<file path="config.mk">
export PLATFORM = sky130hd
export DESIGN_NAME = irq_tree_ctrl
export DESIGN_NICKNAME = d
export VERILOG_FILES = /design/src/rtl/irq_pkg.sv /design/src/rtl/irq_addr_dec.sv /design/src/rtl/irq_chan.sv /design/src/rtl/irq_tree_ctrl.sv
export SDC_FILE = /design/constraint.sdc
export NUM_CORES = 1
export LEC_CHECK = 0
export ABC_CLOCK_PERIOD_IN_PS = 21700
export CORE_ASPECT_RATIO = 2
export CORE_MARGIN = 2
export CORE_UTILIZATION = 37
export DETAILED_ROUTE_END_ITERATION = 16
export SLEW_MARGIN = 15
export SYNTH_ARGS = -nofsm -noshare
export SYNTH_HDL_FRONTEND = slang
export SYNTH_HIERARCHICAL = 1
export SYNTH_SLANG_ARGS = --single-unit
export TNS_END_PERCENT = 20
</file>
<file path="constraint.sdc">
create_clock -name clk -period 21.7 [get_ports clk]
set_clock_uncertainty 0.2 [all_clocks]
set_input_delay 4.34 -clock clk [delete_from_list [all_inputs] [get_ports clk]]
set_output_delay 4.34 -clock clk [all_outputs]
set_load 0.02 [all_outputs]
</file>
<file path="src/rtl/irq_pkg.sv">
package irq_pkg;
  localparam int ADDR_W   = 8;
  localparam int REGION_W = 4;
  localparam int OFFS_W   = ADDR_W - REGION_W;
  localparam logic [OFFS_W-1:0] OFS_GSUM = 4'h0;
  localparam logic [OFFS_W-1:0] OFS_CFG  = 4'h1;
  localparam int OFS_MASK_BASE = 8;
  localparam logic [OFFS_W-1:0] OFS_CSUM = 4'hF;
endpackage

</file>
<file path="src/rtl/irq_addr_dec.sv">
module irq_addr_dec
  import irq_pkg::*;
#(
  parameter int NCH  = 4,
  parameter int NREG = 5
) (
  input  logic [ADDR_W-1:0] addr_i,
  output logic              sel_gsum_o,
  output logic              sel_cfg_o,
  output logic [NCH-1:0]    ch_sel_o,
  output logic [NREG-1:0]   off_stat_o,
  output logic [NREG-1:0]   off_mask_o,
  output logic              off_csum_o
);
  logic [REGION_W-1:0] region;
  logic [OFFS_W-1:0]   offs;

  always_comb begin
    region     = addr_i[ADDR_W-1:OFFS_W];
    offs       = addr_i[OFFS_W-1:0];
    sel_gsum_o = (region == '0) && (offs == OFS_GSUM);
    sel_cfg_o  = (region == '0) && (offs == OFS_CFG);
    off_csum_o = (offs == OFS_CSUM);
    for (int c = 0; c < NCH; c++)
      ch_sel_o[c] = (region == REGION_W'(c + 1));
    for (int r = 0; r < NREG; r++) begin
      off_stat_o[r] = (offs == OFFS_W'(r));
      off_mask_o[r] = (offs == OFFS_W'(OFS_MASK_BASE + r));
    end
  end
endmodule

</file>
<file path="src/rtl/irq_chan.sv">
module irq_chan #(
  parameter int NREG = 5,
  parameter int W    = 8
) (
  input  logic              clk,
  input  logic              rst_n,
  input  logic [NREG*W-1:0] evt_i,
  input  logic              vis_i,
  input  logic              sel_i,
  input  logic              rd_i,
  input  logic              wr_i,
  input  logic [NREG-1:0]   off_stat_i,
  input  logic [NREG-1:0]   off_mask_i,
  input  logic              off_csum_i,
  input  logic [W-1:0]      wdata_i,
  output logic [NREG*W-1:0] stat_o,
  output logic [NREG*W-1:0] mask_o,
  output logic [NREG-1:0]   csum_o,
  output logic [W-1:0]      rdata_o
);
  localparam int PADW = W - NREG;

  for (genvar r = 0; r < NREG; r++) begin : g_leaf
    logic [W-1:0] stat_q, stat_d, mask_q, mask_d, cap;
    logic         rd_hit, wr_hit, stat_en;

    always_comb begin
      rd_hit  = sel_i & rd_i & off_stat_i[r];
      wr_hit  = sel_i & wr_i & off_mask_i[r];
      cap     = evt_i[r*W +: W] & (mask_q | {W{vis_i}});
      stat_d  = (rd_hit ? {W{1'b0}} : stat_q) | cap;
      stat_en = rd_hit | (|cap);
      mask_d  = wdata_i;
    end

    always_ff @(posedge clk or negedge rst_n) begin
      if (!rst_n)       stat_q <= '0;
      else if (stat_en) stat_q <= stat_d;
    end

    always_ff @(posedge clk or negedge rst_n) begin
      if (!rst_n)      mask_q <= '0;
      else if (wr_hit) mask_q <= mask_d;
    end

    assign stat_o[r*W +: W] = stat_q;
    assign mask_o[r*W +: W] = mask_q;
    assign csum_o[r]        = |(stat_q & mask_q);
  end

  always_comb begin
    rdata_o = off_csum_i ? {{PADW{1'b0}}, csum_o} : {W{1'b0}};
    for (int r = 0; r < NREG; r++) begin
      if (off_stat_i[r]) rdata_o |= stat_o[r*W +: W];
      if (off_mask_i[r]) rdata_o |= mask_o[r*W +: W];
    end
  end
endmodule

</file>
<file path="src/rtl/irq_tree_ctrl.sv">
module irq_tree_ctrl
  import irq_pkg::*;
#(
  parameter int NCH  = 4,
  parameter int NREG = 5,
  parameter int W    = 8
) (
  input  logic                  clk,
  input  logic                  rst_n,
  input  logic [NCH*NREG*W-1:0] evt_i,
  input  logic                  bus_rd,
  input  logic                  bus_wr,
  input  logic [ADDR_W-1:0]     bus_addr,
  input  logic [W-1:0]          bus_wdata,
  output logic [W-1:0]          bus_rdata,
  output logic                  irq_o
);
  localparam int CHW  = NREG * W;
  localparam int NBIT = NCH * CHW;

  logic [1:0]            rst_pipe;
  logic                  rst_sync_n;
  logic                  sel_gsum, sel_cfg, off_csum, cfg_wr;
  logic [NCH-1:0]        ch_sel, gsum;
  logic [NREG-1:0]       off_stat, off_mask;
  logic [NCH-1:0][NREG-1:0] csum;
  logic [NCH-1:0][W-1:0] ch_rd;
  logic [NBIT-1:0]       stat_all, mask_all;
  logic                  vis_q, vis_d, irq_d;
  logic [W-1:0]          rdata_d;

  // asynchronous assertion, synchronous release
  always_ff @(posedge clk or negedge rst_n) begin
    if (!rst_n) rst_pipe <= 2'b00;
    else        rst_pipe <= {rst_pipe[0], 1'b1};
  end
  assign rst_sync_n = rst_pipe[1];

  irq_addr_dec #(.NCH(NCH), .NREG(NREG)) u_dec (
    .addr_i    (bus_addr),
    .sel_gsum_o(sel_gsum),
    .sel_cfg_o (sel_cfg),
    .ch_sel_o  (ch_sel),
    .off_stat_o(off_stat),
    .off_mask_o(off_mask),
    .off_csum_o(off_csum)
  );

  for (genvar c = 0; c < NCH; c++) begin : g_ch
    irq_chan #(.NREG(NREG), .W(W)) u_chan (
      .clk       (clk),
      .rst_n     (rst_sync_n),
      .evt_i     (evt_i[c*CHW +: CHW]),
      .vis_i     (vis_q),
      .sel_i     (ch_sel[c]),
      .rd_i      (bus_rd),
      .wr_i      (bus_wr),
      .off_stat_i(off_stat),
      .off_mask_i(off_mask),
      .off_csum_i(off_csum),
      .wdata_i   (bus_wdata),
      .stat_o    (stat_all[c*CHW +: CHW]),
      .mask_o    (mask_all[c*CHW +: CHW]),
      .csum_o    (csum[c]),
      .rdata_o   (ch_rd[c])
    );
    assign gsum[c] = |csum[c];
  end

  always_comb begin
    cfg_wr = bus_wr & sel_cfg;
    vis_d  = bus_wdata[0];
    irq_d  = |gsum;
    rdata_d = '0;
    if (sel_gsum)     rdata_d = {{(W-NCH){1'b0}}, gsum};
    else if (sel_cfg) rdata_d = {{(W-1){1'b0}}, vis_q};
    else begin
      for (int c = 0; c < NCH; c++)
        if (ch_sel[c]) rdata_d = ch_rd[c];
    end
  end

  always_ff @(posedge clk or negedge rst_sync_n) begin
    if (!rst_sync_n) begin
      vis_q     <= 1'b0;
      irq_o     <= 1'b0;
      bus_rdata <= '0;
    end else begin
      if (cfg_wr) vis_q     <= vis_d;
      irq_o <= irq_d;
      if (bus_rd) bus_rdata <= rdata_d;
    end
  end
endmodule


</file>
==> out/results.ini, run 1 <==
[status]
status=completed

[drt]
vias_per_cell=6.12
totalWireLength_um=62300
vias=13800
antenna_left=0
wl_per_cell_um=27.7
first_pass_iters=6
initialDrtViolationCount=1149
drc=0

[yosys]
yosys_register_bits=332
ys.warnings.count=6
synth_area_per_cell_um2=10.8
synth-edff-count=0
synthesis.area_um2=16300
syn-num-nets=1680
synthFlopType=dfrtp_1
yosys.area.top_type_share_pct=51.1
synthArstFlopShare_pct=100
yosysSeqAreaShare_pct=51.1
synth.distinct_cells=45
synthCells=1500
yosysTopAreaCell=dfrtp_1
ys_top_cells_by_area=dfrtp_1, a22oi_1, nand2_1

[final_layout]
final_layout_size_suffix_gt1_share_pct=15.6
layout.nets=1859
final_cell_area_um2=19800
syn_to_final_growth_pct=21.5
diodes=0
multiInputGateArea_um2=7620
fillers=4052
seq_area_um2=8320
layout_common_cells=nand2_1, dfrtp_1, clkdlybuf4s50_1
layout_commonest_cell=nand2_1

[sta]
grt_setup_unrepaired=no
fin_ws_ps=14530
fin_crit_sh_pct=33.1
fmax_ghz=0.139
tightest_slew_ps=1170
period_minus_slack_ps=7170
hold_viol_final=0
fin_hold_ws_ps=147
final_max_slew_viol_count=0
slew_headroom_pct=21.6
finalSetupViolations=0
tns_ps=0

[place]
portBuffers=188
post-place-ws_ps=13940
hpwlAfterDp_um=43800
dpl_cell_area_um2=18700
gp_congestion=0.904

[floorplan]
die_y_um=301
die-area_um2=45800
die_x_um=152
pin_count=189
core-area_um2=43400
start_util_pct=37.5
core.rowCount=108

[cts]
clk_latency_ps=580
cts_resized=0
cts.path.max_buffers=3
htreeDepth=1
clkTransAtPathRegs_ps=60
cts.sinks=332
cts_setup_buffers=0
hold_buffers=0
root_buffer=clkbuf_16
cts_tree=done
cts_buffers=31

[worst_setup_path]
worst-path-max-fanout=36
critPathLaunch=bus_addr[2]
ff2ff_setup_slack_ps=18680
worst-setup-path-type=input pin to flip-flop
endpoint_kind=flip-flop
arrival_ps=7400
rr_startpoint=rst_pipe[1]
required_ps=21930
worstSetupStartpointType=input pin

[power]
p_total_uw=1830
ir_worst_vdd_mv=0.0462
p_leak_uw=0.00895
power_density_nw_per_um2=92.4

[global_routing]
track_usage_pct=26.7
antenna_found_initial=0
grt_pass1_vias=14200
grt-ovfl-total=0
grt_start_max_net_pins=105
grt_pass1_wl_um=92600

[flow_run]
cap_violations=0

[hold_path]
hold_class=flip-flop to flip-flop
min-delay-start=rst_pipe[0]

## cells by family after synthesis
group	count (synthesis)	synth area share, %
DFF	332	51.1
buffers and inverters	69	2.59
and+or+nand+nor	488	15.0
AOI/OAI and AO/OA	449	20.2
muxes	161	11.1
other	1	0.0231
## critical path: stages
cell and delay (ps):
clkdlybuf4s50_1 670, nand2b_1 390, nor3_2 70, buf_4 300
a22o_1 290, a221oi_2 230, nand4_1 140, nor2b_1 150
a221oi_1 590, o31ai_1 160
## power by group
group          total (uW)  switching (uW)  internal [uW]
clock network         592             250            342
registers             943             183            760
logic                 292             162            130
## cell usage after synthesis, types with 5 or more instances
cell type    n
a211o_1     20
a221oi_1    10
a221oi_2    10
a22o_1      12
a22oi_1    182
a22oi_2     31
buf_2       25
buf_4        8
buf_6       13
clkbuf_1    17
dfrtp_1    332
mux2_1      74
mux2_2      87
nand2_1    348
nand3_1     40
nand3_4     20
nand4_1     27
nand4_2      6
nor2_1       7
nor2b_1     10
nor3_1       5
o21ai_0    163
o221ai_1     5
## worst paths after layout
kind | to | depth (start not counted)
max in group asynchronous | rst_pipe[1] | 1
min reg2reg | rst_pipe[1] | 0
max reg2reg | vis_q | 2
max | bus_rdata[6] | 10
min | rst_pipe[1] | 0
min in group asynchronous | g_ch[0].u_chan/g_leaf[2].mask_q[6] | 0
## flip-flops by register name, indices dropped and copies added, names as in the netlist
name,count
g_ch.u_chan/g_leaf.stat_q,160
irq_o,1
g_ch.u_chan/g_leaf.mask_q,160
vis_q,1
rst_pipe,2
bus_rdata,8
## per-layer routing
layer	GRT usage (%)	vias to the layer above	part of all wire [%]
met5	0	-	0
li1	-	5964	-
met1	30.6	6942	36
met3	3.35	195	5.7
met2	47.1	665	51
met4	16.7	0	7.1
## metrics by stage
step | std cells | utilization [%]
finish | 2251 | 45.6
global route | 2251 | 45.6
CTS | 2251 | 45.6
detailed placement | 2196 | 43.1
global placement | 2196 | 43.1
floorplan | 1500 | -
## cell type report
type | count | area share [%]
timing repair buffer | 213 | 10.4
tap | 550 | 3.48
multi-input combinational | 1099 | 38.5
inverter | 2 | 0.0380
clock buffer | 41 | 4.42
sequential | 332 | 42.1
clock inverter | 14 | 1.06
Note: power is estimated with default switching activity, not from simulation.
==> run 2, diff against run 1 <==
--- a/config.mk
+++ b/config.mk
@@ -5,7 +5,7 @@
 export SDC_FILE = /design/constraint.sdc
 export NUM_CORES = 1
 export LEC_CHECK = 0
-export ABC_CLOCK_PERIOD_IN_PS = 21700
+export ABC_CLOCK_PERIOD_IN_PS = 5850
 export CORE_ASPECT_RATIO = 2
 export CORE_MARGIN = 2
 export CORE_UTILIZATION = 37
==> constraint.sdc (replaced) <==
create_clock -name clk -period 5.85 [get_ports clk]
set_clock_uncertainty 0.2 [all_clocks]
set_input_delay 1.17 -clock clk [delete_from_list [all_inputs] [get_ports clk]]
set_output_delay 1.17 -clock clk [all_outputs]
set_load 0.02 [all_outputs]
==> run 2 against run 1 <==
Sequential cell count did not move. Wire length rose by 2.1%. Design area barely moved. Worst hold slack improved by 6.4 ps. Die area did not move. Cell count rose by 0.13%. Core utilization barely moved.
==> out/results.ini, run 2 (synthesized netlist as in run 1, its figures left out) <==
[final_layout]
layout.nets=1859  ; unchanged
syn_to_final_growth_pct=21.5  ; about the same
layout_commonest_cell=nand2_1
stdcell_count=2254  ; +0.13%
fillers=4030  ; -0.54%
final_cell_area_um2=19800  ; about the same
top_regs=g_ch.u_chan/g_leaf.mask_q: 160 flops, g_ch.u_chan/g_leaf.stat_q: 160 flops, bus_rdata: 8 flops
final_layout_size_suffix_gt1_share_pct=15.7  ; +0.099 points
layout_common_cells=nand2_1, dfrtp_1, clkdlybuf4s50_1

[worst_setup_path]
critPathLaunch=bus_addr[2]
reg2reg_depth=3  ; +1
r2r-end=g_ch[0].u_chan/g_leaf[3].stat_q[2]
worstSetupStartpointType=input pin
endpoint_kind=flip-flop
worst-path-max-fanout=18  ; -50%
rr_startpoint=vis_q
arrival_ps=4140  ; -3260 ps
required_ps=6100  ; -15830 ps
worst-setup-path-type=input pin to flip-flop
ff2ff_setup_slack_ps=3470  ; -15210 ps

[sta]
fmax_ghz=0.256
period_minus_slack_ps=3900
fin_crit_sh_pct=66.7
tns_ps=0  ; unchanged
tightest_slew_ps=1030  ; -143 ps
finalSetupViolations=0  ; unchanged
final_max_slew_viol_count=0  ; unchanged
hold_viol_final=0  ; unchanged
slew_headroom_pct=31.3  ; +9.7 points
grt_setup_unrepaired=no
fin_ws_ps=1950  ; -12580 ps

[cts]
clkTransAtPathRegs_ps=70  ; about the same
clk_latency_ps=600  ; +20 ps
root_buffer=clkbuf_16
htreeDepth=1  ; unchanged
cts.sinks=332  ; unchanged
cts_resized=0  ; unchanged
cts.path.max_buffers=3  ; unchanged
cts_setup_buffers=0  ; unchanged
cts_tree=done
cts_buffers=31  ; unchanged

[drt]
wl_met2_um=32600  ; +3.1%
vias_per_cell=6.15  ; +0.48%
first_pass_iters=6  ; unchanged
initialDrtViolationCount=1270  ; +11%
met3WireLength_um=3820  ; +6.9%
antenna_left=0  ; unchanged
drc=0  ; unchanged
wl_per_cell_um=28.2  ; +1.9%
wl_met1_um=22400  ; -1.4%
totalWireLength_um=63600  ; +2.1%
topRoutingLayerUsed=met4
vias=13900  ; +0.62%

[floorplan]
die_y_um=301  ; unchanged
start_util_pct=37.5  ; unchanged
die_x_um=152  ; unchanged
die-area_um2=45800  ; unchanged
pin_count=189  ; unchanged
core.rowCount=108  ; unchanged
core-area_um2=43400  ; unchanged

[power]
p_total_uw=6760  ; +270%
ir_worst_vdd_mv=0.186  ; +300%
power_density_nw_per_um2=342  ; +270%
p_leak_uw=0.00896  ; +0.13%

[global_routing]
grt_pass1_vias=14200  ; -0.078%
grt-ovfl-total=0  ; unchanged
antenna_found_initial=0  ; unchanged
grt_start_max_net_pins=162  ; +54%
track_usage_pct=27.4  ; +0.72 points
grt_pass1_wl_um=94400  ; +2.0%

[hold_path]
hold_class=flip-flop to flip-flop
min-delay-start=rst_pipe[0]
min_to=rst_pipe[1]
hold_depth=0  ; unchanged

[place]
gp_congestion=0.945  ; +4.5%
dpl_cell_area_um2=18700  ; about the same
hpwlAfterDp_um=44700  ; +2.0%
dpl.cell_count=2195  ; -0.046%
portBuffers=188  ; unchanged
post-place-ws_ps=1400  ; -12540 ps

[flow_run]
cap_violations=0  ; unchanged

[status]
status=completed

==> run 2: changes by cell type in the layout (fill, tap and decap cells not counted), sizes merged, moves of 2 or more <==
cell      previous run  this run
bufinv               5         3
clkbuf              41        44
clkinv               4         8
clkinvlp             4         2
==> run 2: critical path, stage by stage <==
cell and delay (ps):
clkdlybuf4s50_1 690, nand2b_1 400, nor3_2 100, buf_4 250, a22o_1 230, a221oi_2 250
nand4_1 150, nor2b_1 150, a221oi_1 570, o31ai_1 160
==> run 2: stage by stage <==
stage	hold WS (ps)	utilization [%]
2_1_floorplan	131	-
3_3_place_gp	-24.0	43.1
3_5_place_dp	-20.2	43.1
4_1_cts	155	45.6
5_1_grt	179	45.6
6_report	154	45.6
==> run 2: worst max-delay path by stage <==
stage,to,depth (start not counted)
2_1_floorplan,bus_rdata[0],0
4_1_cts,bus_rdata[6],10
3_3_place_gp,bus_rdata[6],10
6_report,bus_rdata[6],10
5_1_grt,bus_rdata[5],9
3_5_place_dp,bus_rdata[6],10
==> run 2: layout make-up <==
type / instances / area (um2) / share of cell area, %
Sequential cell: 332 / 8320 / 42.1
Multi-Input combinational cell: 1099 / 7620 / 38.5
Timing Repair Buffer: 213 / 2070 / 10.5
Clock buffer: 43 / 901 / 4.56
Tap cell: 550 / 688 / 3.48
Clock inverter: 14 / 165 / 0.835
Inverter: 2 / 7.51 / 0.0380
Antenna cell: 1 / 2.50 / 0.0127
==> run 2: layer usage <==
metal  vias up  global-route usage [%]
met5         -                       0
met4         0                    17.1
met3       236                    3.35
met2       696                    48.9
met1      6951                    31.1
li1       5968                       -
==> run 2: power by group <==
part | internal, uW | switching, uW | leakage [uW]
registers | 2820 | 706 | 0.00407
logic | 484 | 605 | 0.00437
clock network | 1210 | 943 | 0.000523
total | 4510 | 2250 | 0.00896
==> run 2: repair_timing <==
item,4_1_cts,5_1_grt
hold buffers,1,0
endpoints found under the setup margin,0,0
endpoints found under the hold margin,10,0
==> run 3, diff against run 2 <==
--- a/config.mk
+++ b/config.mk
@@ -5,7 +5,7 @@
 export SDC_FILE = /design/constraint.sdc
 export NUM_CORES = 1
 export LEC_CHECK = 0
-export ABC_CLOCK_PERIOD_IN_PS = 5850
+export ABC_CLOCK_PERIOD_IN_PS = 3980
 export CORE_ASPECT_RATIO = 2
 export CORE_MARGIN = 2
 export CORE_UTILIZATION = 37
==> constraint.sdc (replaced) <==
create_clock -name clk -period 3.98 [get_ports clk]
set_clock_uncertainty 0.2 [all_clocks]
set_input_delay 0.796 -clock clk [delete_from_list [all_inputs] [get_ports clk]]
set_output_delay 0.796 -clock clk [all_outputs]
set_load 0.02 [all_outputs]
==> run 3 against run 2 <==
Largest cell class unchanged. Cell count grew 0.27%. Sequential power grew 48%. Critical path type unchanged. Clock power grew 47%.
==> out/results.ini, run 3 (synthesized netlist as in run 1, its figures left out) <==
[place]
dpl.cell_count=2207  ; +0.55%
hpwlAfterDp_um=45100  ; +1.0%
gp_congestion=0.940  ; -0.60%
portBuffers=188  ; unchanged

[final_layout]
layout_commonest_cell=nand2_1
diodes=0  ; -1
top_regs=g_ch.u_chan/g_leaf.mask_q: 160 flops, g_ch.u_chan/g_leaf.stat_q: 160 flops, bus_rdata: 8 flops
syn_to_final_growth_pct=22.8
final_layout_size_suffix_gt1_share_pct=16.3  ; +0.64 points
layout_common_cells=nand2_1, dfrtp_1, a22oi_1
layout.nets=1869  ; +0.54%
final_util_pct=46.0  ; +0.46 points
stdcell_count=2260  ; +0.27%

[drt]
initialDrtViolationCount=1273  ; +0.24%
totalWireLength_um=63400  ; -0.34%
antenna_left=0  ; unchanged
first_pass_iters=8  ; +2
drc=0  ; unchanged
wl_per_cell_um=28.1  ; -0.60%
vias=13900  ; +0.087%
vias_per_cell=6.13  ; -0.18%

[global_routing]
grt_start_max_net_pins=74  ; -54%
antenna_found_initial=2  ; +2
grt-ovfl-total=0  ; unchanged
grt_pass1_wl_um=93100  ; -1.4%
track_usage_pct=27.1  ; -0.36 points
grt_pass1_vias=14000  ; -0.81%

[worst_setup_path]
ff2ff_setup_slack_ps=1750  ; -1720 ps
required_ps=4230  ; -1870 ps
worstSetupStartpointType=input pin
arrival_ps=3320  ; -820 ps
endpoint_kind=flip-flop
worst-path-max-fanout=36  ; +18
critPathCapture=bus_rdata[7]
r2r-end=bus_rdata[4]
rr_startpoint=g_ch[1].u_chan/g_leaf[4].mask_q[6]
reg2reg_depth=5  ; +2
critPathLaunch=bus_addr[2]
worst-setup-path-type=input pin to flip-flop

[cts]
cts.path.max_buffers=3  ; unchanged
clk_latency_ps=590  ; about the same
clkTransAtPathRegs_ps=70  ; about the same
cts_buffers=30  ; -3.2%
root_buffer=clkbuf_16
cts.sinks=332  ; unchanged
hold_buffers=0  ; -1
cts_resized=0  ; unchanged
cts_setup_buffers=0  ; unchanged
htreeDepth=1  ; unchanged
cts_tree=done

[sta]
fmax_ghz=0.325
tns_ps=0  ; unchanged
grt_setup_unrepaired=no
final_max_slew_viol_count=0  ; unchanged
slew_headroom_pct=44.4  ; +13 points
fin_crit_sh_pct=77.3
period_minus_slack_ps=3080
tightest_slew_ps=834  ; -197 ps
finalSetupViolations=0  ; unchanged
hold_viol_final=0  ; unchanged

[floorplan]
die_y_um=301  ; unchanged
die-area_um2=45800  ; unchanged
start_util_pct=37.5  ; unchanged
core.rowCount=108  ; unchanged
pin_count=189  ; unchanged
core-area_um2=43400  ; unchanged
die_x_um=152  ; unchanged

[power]
ir_worst_vdd_mv=0.317  ; +71%
p_leak_uw=0.00905  ; +0.98%
power_density_nw_per_um2=499  ; +46%

[hold_path]
hold_class=flip-flop to flip-flop

[status]
status=completed

[flow_run]
cap_violations=0  ; unchanged

run 3: per-layer routing:
| layer | routed length [um] | part of all wire (%) | track usage (%) |
|---|---|---|---|
| met3 | 3470 | 5.5 | 3.02 |
| met4 | 4620 | 7.3 | 17.0 |
| met1 | 22800 | 36 | 30.8 |
| met5 | 0 | 0 | 0 |
| met2 | 32500 | 51 | 48.3 |
run 3: worst max-delay path, stage by stage:
cell and delay, ps:
clkdlybuf4s50_1 470, nand2b_1 370, nor3_2 110, buf_12 210, a22o_1 220, a221oi_1 230, nand4_1 160, a221oi_1 590
o31ai_1 160
run 3: final cells by class:
type / count / area [um2]
inverters: 2 / 7.51
clock buffers: 39 / 866
repair buffers: 224 / 2290
multi-input cells: 1099 / 7620
clock inverters: 14 / 184
flip-flops and latches: 332 / 8320
fillers: 3968 / 23400
well taps: 550 / 688
run 3: worst min-delay path by stage:
| stage | depth (start not counted) | end | start | slack (ps) |
|---|---|---|---|---|
| after detailed placement | 0 | rst_pipe[1] | rst_pipe[0] | 140 |
| after CTS | 0 | rst_pipe[1] | rst_pipe[0] | 150 |
| after floorplan | 0 | rst_pipe[1] | rst_pipe[0] | 130 |
| after global routing | 1 | rst_pipe[1] | rst_n | 160 |
| after global placement | 0 | rst_pipe[1] | rst_pipe[0] | 140 |
| final | 0 | rst_pipe[1] | rst_pipe[0] | 150 |
run 3: power by group:
group	switching, uW	total, uW	internal (uW)
Clock	1360	3150	1790
Combinational	885	1610	728
Sequential	1060	5200	4140
run 3: stage by stage:
stage / setup slack (ps) / instance area (um2) / total power [uW] / hold WS, ps
after CTS: 959 / 20000 / 9960 / 153
after detailed placement: 360 / 18900 / 6820 / 137
after global routing: 780 / 20000 / 10300 / 158
after floorplan: 492 / 16300 / 5770 / 131
after global placement: 443 / 18900 / 6780 / 136
final: 905 / 20000 / 9960 / 154
